**config.mk**
```make
export PLATFORM = sky130hd
export DESIGN_NAME = phy_mode_seq
export DESIGN_NICKNAME = d
export VERILOG_FILES = /design/src/rtl/phycfg_pkg.sv /design/src/rtl/phycfg_decode.sv /design/src/rtl/phycfg_tracker.sv /design/src/rtl/phy_mode_seq.sv
export SDC_FILE = /design/constraint.sdc
export NUM_CORES = 1
export LEC_CHECK = 0
export ABC_AREA = 1
export BUFFER_PORTS_ARGS = -buffer_cell sky130_fd_sc_hd__buf_2
export CORE_AREA = 2 2 76 115
export CTS_CLUSTER_DIAMETER = 60
export CTS_CLUSTER_SIZE = 8
export DETAILED_ROUTE_END_ITERATION = 12
export DIE_AREA = 0 0 78 117
export PLACE_DENSITY = 0.48
export REMOVE_ABC_BUFFERS = 1
export SYNTH_ARGS = -nofsm -noshare
export SYNTH_HDL_FRONTEND = slang
export SYNTH_SLANG_ARGS = --single-unit
```
**constraint.sdc**
```tcl
create_clock -name clk -period 1.6 [get_ports clk]
set_input_delay 0.24 -clock clk [delete_from_list [all_inputs] [get_ports clk]]
set_output_delay 0.24 -clock clk [all_outputs]
set_load 0.02 [all_outputs]
```
**src/rtl/phycfg_pkg.sv**
```systemverilog
package phycfg_pkg;

  typedef enum logic [3:0] {
    M_LEGACY = 4'd0,
    M_MMC_HS = 4'd1,
    M_SD_HS  = 4'd2,
    M_SDR12  = 4'd3,
    M_SDR25  = 4'd4,
    M_DDR50  = 4'd5,
    M_DDR52  = 4'd6,
    M_HS400  = 4'd7,
    M_HS200  = 4'd8,
    M_SDR104 = 4'd9
  } mode_e;

  typedef enum logic [2:0] {
    SEL_PADRX  = 3'd0,
    SEL_PULL   = 3'd1,
    SEL_TIMING = 3'd2,
    SEL_IMPED  = 3'd3,
    SEL_FUNC   = 3'd4,
    SEL_LOGIC  = 3'd5,
    SEL_STROBE = 3'd6
  } sel_e;

  typedef enum logic [3:0] {
    S_IDLE, S_PADRX, S_PULL, S_TIMING, S_IMPED,
    S_GATE, S_FUNC, S_FINAL, S_INIT, S_WAIT
  } state_e;

  localparam int unsigned TIM_SLOW_BIT = 29;
  localparam int unsigned TIM_SDIO_BIT = 28;
  localparam logic [31:0] PADRX_SET = 32'h1700_F000;
  localparam logic [31:0] PULL_SET  = 32'h0000_0003;
  localparam logic [31:0] PULL_CLR  = 32'h0000_0030;

endpackage

```
**src/rtl/phycfg_decode.sv**
```systemverilog
module phycfg_decode
  import phycfg_pkg::*;
#(
  parameter logic [4:0]  ZNR       = 5'hF,
  parameter logic [4:0]  ZPR       = 5'hF,
  parameter int          DQ_LANES  = 8,
  parameter logic [31:0] LOGIC_VAL = 32'h00AA_8977
) (
  input  logic [3:0]  mode,
  input  logic        sdio,
  input  logic        strap,
  input  logic        fast,
  output logic        legacy,
  output logic        slow,
  output logic [31:0] tim_set,
  output logic [31:0] tim_clr,
  output logic [31:0] imp_set,
  output logic [31:0] imp_clr,
  output logic [31:0] func_set,
  output logic [31:0] func_clr,
  output logic [2:0]  final_sel,
  output logic [31:0] final_set,
  output logic [31:0] final_clr
);
  localparam int          DQ_LSB    = 8;
  localparam int          CMD_BIT   = DQ_LSB + DQ_LANES;
  localparam logic [31:0] DQ_MASK   = ((32'h1 << DQ_LANES) - 32'h1) << DQ_LSB;
  localparam logic [31:0] CMD_MASK  = 32'h1 << CMD_BIT;
  localparam logic [31:0] ASYNC     = 32'h0000_0010;
  localparam logic [31:0] IMP_FIELD = 32'h0000_1F1F;

  logic low_speed, ddr_mode, hs400;

  always_comb begin
    legacy    = (mode == M_LEGACY);
    low_speed = (mode == M_MMC_HS) || (mode == M_SD_HS) ||
                (mode == M_SDR12)  || (mode == M_SDR25);
    ddr_mode  = (mode == M_DDR50)  || (mode == M_DDR52);
    hs400     = (mode == M_HS400);

    if (fast)           slow = 1'b0;
    else if (legacy)    slow = strap;
    else if (low_speed) slow = sdio | strap;
    else                slow = 1'b0;

    tim_set = 32'(slow)  << TIM_SLOW_BIT;
    tim_clr = 32'(!slow) << TIM_SLOW_BIT;
    if (!legacy) begin
      tim_set |= 32'(sdio)  << TIM_SDIO_BIT;
      tim_clr |= 32'(!sdio) << TIM_SDIO_BIT;
    end

    imp_set = {19'd0, ZNR, 3'd0, ZPR};
    imp_clr = IMP_FIELD & ~imp_set;

    if (hs400) begin
      func_set = DQ_MASK | CMD_MASK;
      func_clr = ASYNC;
    end else if (ddr_mode) begin
      func_set = DQ_MASK | CMD_MASK | ASYNC;
      func_clr = 32'd0;
    end else begin
      func_set = ASYNC;
      func_clr = DQ_MASK | CMD_MASK;
    end

    if (hs400) begin
      final_sel = SEL_LOGIC;
      final_set = LOGIC_VAL;
      final_clr = ~LOGIC_VAL;
    end else begin
      final_sel = SEL_STROBE;
      final_set = 32'd0;
      final_clr = 32'h1;
    end
  end

endmodule

```
**src/rtl/phycfg_tracker.sv**
```systemverilog
module phycfg_tracker #(
  parameter int CLK_W = 8,
  parameter int BW_W  = 2
) (
  input  logic             clk,
  input  logic             rst_n,
  input  logic             idle,
  input  logic [CLK_W-1:0] clk_code,
  input  logic [BW_W-1:0]  bus_width,
  input  logic [3:0]       mode,
  output logic             start
);
  logic [CLK_W-1:0] last_clk;
  logic [BW_W-1:0]  last_bw;
  logic [3:0]       last_mode;
  logic             clk_on, differs;

  always_comb begin
    clk_on  = (clk_code != '0);
    differs = (clk_code != last_clk) || (bus_width != last_bw) ||
              (mode != last_mode);
    start   = idle && clk_on && differs;
  end

  always_ff @(posedge clk or negedge rst_n) begin
    if (!rst_n) begin
      last_clk  <= '0;
      last_bw   <= '0;
      last_mode <= '0;
    end else if (idle && !clk_on) begin
      last_clk <= '0;
    end else if (start) begin
      last_clk  <= clk_code;
      last_bw   <= bus_width;
      last_mode <= mode;
    end
  end

endmodule

```
**src/rtl/phy_mode_seq.sv**
```systemverilog
module phy_mode_seq
  import phycfg_pkg::*;
#(
  parameter int          CLK_W     = 8,
  parameter int          BW_W      = 2,
  parameter logic [4:0]  ZNR       = 5'hF,
  parameter logic [4:0]  ZPR       = 5'hF,
  parameter int          DQ_LANES  = 8,
  parameter logic [31:0] LOGIC_VAL = 32'h00AA_8977
) (
  input  logic             clk,
  input  logic             rst_n,
  input  logic [CLK_W-1:0] clk_code,
  input  logic [BW_W-1:0]  bus_width,
  input  logic [3:0]       speed_mode,
  input  logic             sdio_card,
  input  logic             slow_strap,
  input  logic             clk_above_52m,
  output logic             wr_valid,
  input  logic             wr_ready,
  output logic [2:0]       wr_sel,
  output logic [31:0]      wr_set,
  output logic [31:0]      wr_clr,
  output logic             card_clk_en,
  output logic             init_req,
  input  logic             init_done,
  output logic             busy
);
  state_e      state, state_n;
  logic        start;
  logic [3:0]  mode_q;
  logic        sdio_q, strap_q, fast_q;
  logic        legacy, slow;
  logic [31:0] tim_set, tim_clr, imp_set, imp_clr;
  logic [31:0] func_set, func_clr, final_set, final_clr;
  logic [2:0]  final_sel;
  logic        clk_en_q;

  phycfg_tracker #(.CLK_W(CLK_W), .BW_W(BW_W)) u_track (
    .clk(clk), .rst_n(rst_n), .idle(state == S_IDLE),
    .clk_code(clk_code), .bus_width(bus_width), .mode(speed_mode),
    .start(start)
  );

  phycfg_decode #(.ZNR(ZNR), .ZPR(ZPR), .DQ_LANES(DQ_LANES),
                  .LOGIC_VAL(LOGIC_VAL)) u_dec (
    .mode(mode_q), .sdio(sdio_q), .strap(strap_q), .fast(fast_q),
    .legacy(legacy), .slow(slow),
    .tim_set(tim_set), .tim_clr(tim_clr),
    .imp_set(imp_set), .imp_clr(imp_clr),
    .func_set(func_set), .func_clr(func_clr),
    .final_sel(final_sel), .final_set(final_set), .final_clr(final_clr)
  );

  // beat contents and next state
  always_comb begin
    wr_valid = 1'b0;
    wr_sel   = SEL_PADRX;
    wr_set   = '0;
    wr_clr   = '0;
    init_req = 1'b0;
    state_n  = state;
    case (state)
      S_IDLE:   if (start) state_n = S_PADRX;
      S_PADRX: begin
        wr_valid = 1'b1; wr_sel = SEL_PADRX; wr_set = PADRX_SET;
        if (wr_ready) state_n = S_PULL;
      end
      S_PULL: begin
        wr_valid = 1'b1; wr_sel = SEL_PULL; wr_set = PULL_SET; wr_clr = PULL_CLR;
        if (wr_ready) state_n = S_TIMING;
      end
      S_TIMING: begin
        wr_valid = 1'b1; wr_sel = SEL_TIMING; wr_set = tim_set; wr_clr = tim_clr;
        if (wr_ready) state_n = (legacy || slow) ? S_INIT : S_IMPED;
      end
      S_IMPED: begin
        wr_valid = 1'b1; wr_sel = SEL_IMPED; wr_set = imp_set; wr_clr = imp_clr;
        if (wr_ready) state_n = S_GATE;
      end
      S_GATE:   state_n = S_FUNC;
      S_FUNC: begin
        wr_valid = 1'b1; wr_sel = SEL_FUNC; wr_set = func_set; wr_clr = func_clr;
        if (wr_ready) state_n = S_FINAL;
      end
      S_FINAL: begin
        wr_valid = 1'b1; wr_sel = final_sel; wr_set = final_set; wr_clr = final_clr;
        if (wr_ready) state_n = S_INIT;
      end
      S_INIT: begin
        init_req = 1'b1;
        state_n  = S_WAIT;
      end
      S_WAIT:   if (init_done) state_n = S_IDLE;
      default:  state_n = S_IDLE;
    endcase
  end

  always_ff @(posedge clk or negedge rst_n) begin
    if (!rst_n) begin
      state    <= S_IDLE;
      clk_en_q <= 1'b1;
      mode_q   <= '0;
      sdio_q   <= 1'b0;
      strap_q  <= 1'b0;
      fast_q   <= 1'b0;
    end else begin
      state    <= state_n;
      clk_en_q <= !((state_n == S_GATE) || (state_n == S_FUNC));
      if (start) begin
        mode_q  <= speed_mode;
        sdio_q  <= sdio_card;
        strap_q <= slow_strap;
        fast_q  <= clk_above_52m;
      end
    end
  end

  assign busy        = (state != S_IDLE);
  assign card_clk_en = clk_en_q;

  AST_BEAT_HOLD: assert property (@(posedge clk) disable iff (!rst_n)
    wr_valid && !wr_ready |=> wr_valid && $stable(wr_sel) && $stable(wr_set) && $stable(wr_clr))
    else $error("beat changed under back-pressure");
  AST_FUNC_GATED: assert property (@(posedge clk) disable iff (!rst_n)
    wr_valid && (wr_sel == SEL_FUNC) |-> !card_clk_en)
    else $error("function beat with clock running");
  AST_SLOW_FAST: assert property (@(posedge clk) disable iff (!rst_n)
    wr_valid && (wr_sel == SEL_TIMING) && fast_q |-> !wr_set[TIM_SLOW_BIT])
    else $error("slow flag set above 52 MHz");
  AST_LEGACY_SHORT: assert property (@(posedge clk) disable iff (!rst_n)
    wr_valid && (wr_sel == SEL_IMPED) |-> (mode_q != M_LEGACY))
    else $error("legacy run reached impedance beat");
  AST_INIT_PULSE: assert property (@(posedge clk) disable iff (!rst_n)
    init_req |=> !init_req)
    else $error("init request longer than one cycle");
  AST_INIT_BUSY: assert property (@(posedge clk) disable iff (!rst_n)
    init_req |-> busy && !wr_valid)
    else $error("init request outside a run");

endmodule

```
Word-level counts from Yosys, hierarchy flattened
Cells that the tools add are included.

Equality and inequality tests: 21. Mux-type cells: 29. Bitwise operators: 4. Reduce and logical (&&, ||, !) cells: 22.

Operators with widths (count): 32-bit one-hot mux with 6 select lines (1); 32-bit two-way mux (5); 32-bit one-hot mux with 5 select lines (1); 30-bit by 29-bit OR with 30-bit output (2); 4-bit by 3-bit == test with 1-bit output (second input constant) (10); 4-bit one-hot mux with 10 select lines (1); 4-bit two-way mux (9); 17-bit two-way mux (2); 24-bit two-way mux (1); 4-bit by 2-bit == test with 1-bit output (second input constant) (4); 8-bit two-way mux (2); 3-bit one-hot mux with 5 select lines (1); 4-bit by 1-bit == test with 1-bit output (second input constant) (2); 4-bit == test (second input constant) (2); 4-bit zero test (2); 1-bit logical OR (8); 8-bit != test (1); 8-bit nonzero test (1); 6-bit OR reduction (1); 1-bit two-way mux (5); 1-bit zero test (4); 4-bit != test (1); 4-bit nonzero test (1); 1-bit logical AND (3); other kinds (6) (6).

Register bits after elaboration: 26. Bits of input ports: 21. Output and inout port bits: 71. Logic and storage cells: 85.

Depth between registers and ports, before layout
Depth in word-level cells: 14. Depth in mapped cells: 12.

Cells and area by module
Synthesis repeated with hierarchy kept, for this count alone.

Cell total of the unflattened synthesis: 847. Area, all modules: 5158.7 µm².

Modules (own cells, without submodules): phy_mode_seq (times used 1, cells an instance 434, area each 2233.4 µm², sequential area each 301.5 µm²); phycfg_decode (times used 1, cells an instance 275, area each 1993.2 µm², sequential area each 0.0 µm²); phycfg_tracker (times used 1, cells an instance 138, area each 932.1 µm², sequential area each 350.3 µm²).

Worst setup path before layout
OpenSTA, ideal clock, no wires.

Path type: reg-to-output. Start: register state[1]. End: output wr_clr[10]. Arrival time: 1721 ps. Required time: 1360 ps. Slack: -361 ps. Stages on the path, launching flop included: 10. Path buffers: 1. Cells stage by stage: dfrtp_1 > inv_1 > nor2_1 > inv_1 > nor2_1 > inv_1 > nor2_1 > inv_1 > nand2_1 > buf_4.

Cells in the longest elaborated chain, start to end: 2. Elaborated cells on any way between the ends: 6.

Ends and longest elaborated chain: from (decl) (line phy_mode_seq.sv:29) `state_e state, state_n;`; from (signal assigned) (line phy_mode_seq.sv:108) `state <= state_n;`; 4-bit by 3-bit == test with 1-bit output or 4-bit by 2-bit == test with 1-bit output (tied branches) (line phy_mode_seq.sv:63) `case (state)`; 32-bit one-hot mux with 5 select lines * (line phy_mode_seq.sv:63); to (decl) (line phy_mode_seq.sv:23) `output logic [31:0] wr_clr,`.

Mark *: on every way between the ends. The rest lies on a longest branch, timed or not.

Final worst setup path
Start: register state[3]. End: output wr_clr[25].

Same word-level chain as after synthesis.

==> results by group <==
Synthesis
  • Synth unique cells: 27
  • Synth area leader: dfrtp_1
  • Post-synthesis average cell area: 6.60 um2
  • Synth top area share: 31.5%
  • Yosys reg bits: 26
  • Synth Instances: 301
  • Sequential element share of the synthesized area: 32.8%
  • Top post-synthesis cells by area: dfrtp_1, nand2_1, buf_4
  • Synthesized area: 1990 um2
  • Yosys warnings: 0

Setup path
  • Crit path launch type: flip-flop
  • Worst Setup EP: wr_clr[25]
  • Crit path required time: 1.36 ns
  • Cells on worst reg2reg path: 12
  • CP delay by family, top: buffers and inverters
  • Slowest stage cell on the critical path: dfrtp_1
  • Setup crit end kind: output port
  • Critical path's largest stage delay: 0.42 ns
  • Reg2reg setup slack: 0.01 ns
  • WP buf/inv: 5
  • CP startpoint: state[3]
  • Crit-path max FO: 8
  • Levels on crit path: 8
  • Arrival time worst endpoint: 1.54 ns
  • Crit path kind: reg -> out
  • Worst R2R End: u_track.last_clk[6]
  • Crit-path cells: nor2_4, inv_4, nor2_4, nand2_2, inv_4, buf_12, buf_16, buf_6
  • Worst flop-to-flop path startpoint: state[2]

Final layout
  • Antenna Cells: 0
  • Non-filler instance count after layout: 498
  • Layout cells sized above 1: 53.2%
  • Reg area: 653 um2
  • Fin util: 41.2%
  • Multi-input logic area: 1180 um2
  • Fin nets: 413
  • Synth-to-layout area growth: 70.4%
  • Fillers: 819

Timing
  • Min cycle time layout: 1.78 ns
  • Tcrit/Tclk final: 111%
  • Setup_tns: -5.35 ns
  • Worst-margin pin slew: 0.589 ns
  • Max Slew Vio Count: 0
  • Worst setup margin: -0.178 ns
  • Final setup violation count: 48
  • Worst hold slack: -0.0261 ns
  • RSZ-0062 raised after global routing: yes
  • Skew final: 0.00356 ns
  • Max-slew headroom: 60.7%
  • Peak Freq: 562 MHz
  • Final hold vios: 25

Power and ir drop
  • Cell Pwr Density: 2030 nW/um2
  • Maximum VDD drop: 871 uV
  • Leakage power: 0.00182 uW

Worst hold path
  • HP Class: in -> async

Clock network
  • Num CTS Buffers: 3
  • Root Buffer: clkbuf_16
  • Worst skew pair latency: 0.26 ns
  • Clock-pin transition on the worst setup and hold timing paths: 0.06 ns
  • CTS tree: built
  • H-Tree Level Count: 1
  • Clock net sink count: 26
  • Max clock buf depth: 2

Die
  • Die area: 9130 um2
  • Core area: 8210 um2
  • Die H: 117 um
  • Starting density of the core: 24.2%
  • Core Rows: 41
  • Ports: 92
  • Die X: 78 um

Detailed routing
  • Vias: 2,068
  • Routed len/inst: 10.8 um
  • Drt via density: 4.15
  • Drt first pass iters: 4
  • Antenna Nets Post-Route: 0
  • Initial DRC Count: 32
  • Residual DRC count: 0
  • Detailed Route WL: 5360 um

Global routing
  • GR Layer Usage met1: 11.5%
  • M3 GR Usage: 1.69%
  • GRT busiest layer: met2
  • Largest net degree at the start of global routing: 27
  • First-pass GRT wire length: 8230 um
  • GR Util All Layers: 11.3%
  • Vias in the first global route: 1,890
  • Grt ovf: 0
  • Initial antenna violation count: 0
  • Routing usage on met2: 23.0%

Placement
  • PortBufs: 77
  • Pre-CTS setup slack: -0.155 ns
  • Post-DP HPWL: 3830 um
  • Placed cells: 474
  • Gp weighted congestion: 0.819

Status
  • Status: complete, but fails checks
  • Failing checks: hold timing, setup timing

Flow run
  • Max-cap viol count: 0
[metrics by stage]
step,power [uW],area (um2),hold WS [ns]
2_1_floorplan,3200,1680,-0.0556
4_1_cts,5670,2900,0.0114
3_5_place_dp,4440,2390,0.294
3_3_place_gp,4410,2390,0.292
5_1_grt,7400,3380,0.0381
6_report,6870,3380,-0.0261
[worst min-delay path by stage]
stage,startpoint,to,slack (ns),cells after the start
floorplan,rst_n,fast_q,-0.06,0
global placement,rst_n,u_track.last_clk[1],0.29,1
detailed placement,rst_n,u_track.last_clk[3],0.29,1
CTS,rst_n,u_track.last_clk[3],0.01,1
global route,rst_n,u_track.last_clk[3],0.04,1
finish,rst_n,u_track.last_clk[1],-0.03,1
[state kept, by name, indices dropped and copies added (netlist names)]
| name | count |
|---|---|
| u_track.last_clk | 8 |
| mode_q | 4 |
| card_clk_en | 1 |
| state | 4 |
| sdio_q | 1 |
| fast_q | 1 |
| u_track.last_mode | 4 |
| strap_q | 1 |
| u_track.last_bw | 2 |
[cell families (layout without fill, tap and decap cells)]
logic type             count (synthesis)  after routing  synth area share [%]
AO/OA/AOI/OAI                         25             25                  6.81
XOR/XNOR                               2              2                 0.882
buffers and inverters                 97            172                  27.7
AND/OR/NAND/NOR                      150            152                  31.6
flip-flops                            26             26                  32.8
other                                  1             14                 0.189
[report_power, final]
group,internal [uW],switching (uW)
registers,993,228
logic,2300,2790
clock network,341,218
[synth_stat cells, drive strengths merged]
cell / n
a31oi: 1
xnor2: 2
nand3: 7
dfstp: 1
dfrtp: 25
nand4: 4
nor3: 1
nand2: 102
a21oi: 3
o21ai: 19
o31ai: 1
inv: 50
o211ai: 1
nor2: 35
conb: 1
buf: 47
nand3b: 1
[area by class of cell]
class,count,share of cell area (%)
multi-input cells,193,34.9
repair buffers,115,32.1
flip-flops and latches,26,19.3
inverters,50,6.28
well taps,107,3.96
clock buffers,4,2.33
repair inverters,3,1.07
[layout by cell type (no fill, tap or decap), types with 4 or more instances in the layout]
| cell type | n |
|---|---|
| buf_2 | 25 |
| buf_4 | 33 |
| buf_6 | 45 |
| buf_8 | 8 |
| conb_1 | 14 |
| dfrtp_1 | 24 |
| inv_1 | 31 |
| inv_2 | 13 |
| inv_4 | 5 |
| nand2_1 | 73 |
| nand2_2 | 16 |
| nand2_4 | 10 |
| nand2_8 | 5 |
| nand3_1 | 4 |
| nand4_1 | 4 |
| nor2_1 | 17 |
| nor2_2 | 6 |
| nor2_4 | 12 |
| o21ai_1 | 7 |
| o21ai_2 | 11 |
[what timing repair did]
item | in CTS | in global routing
endpoints found under the setup margin | 50 | 74
gates resized for setup | 111 | 122
pin swaps | 11 | 14
hold buffers | 0 | 0
cloned | 2 | 4
buffers inserted | 10 | 5
[layer usage]
layer | wire length, um | vias to the layer above
met2 | 3060 | 93
li1 | - | 1034
met3 | 390 | 7
met4 | 78 | 0
met1 | 1830 | 934
met5 | 0 | -
(Power assumes the default switching activity.)
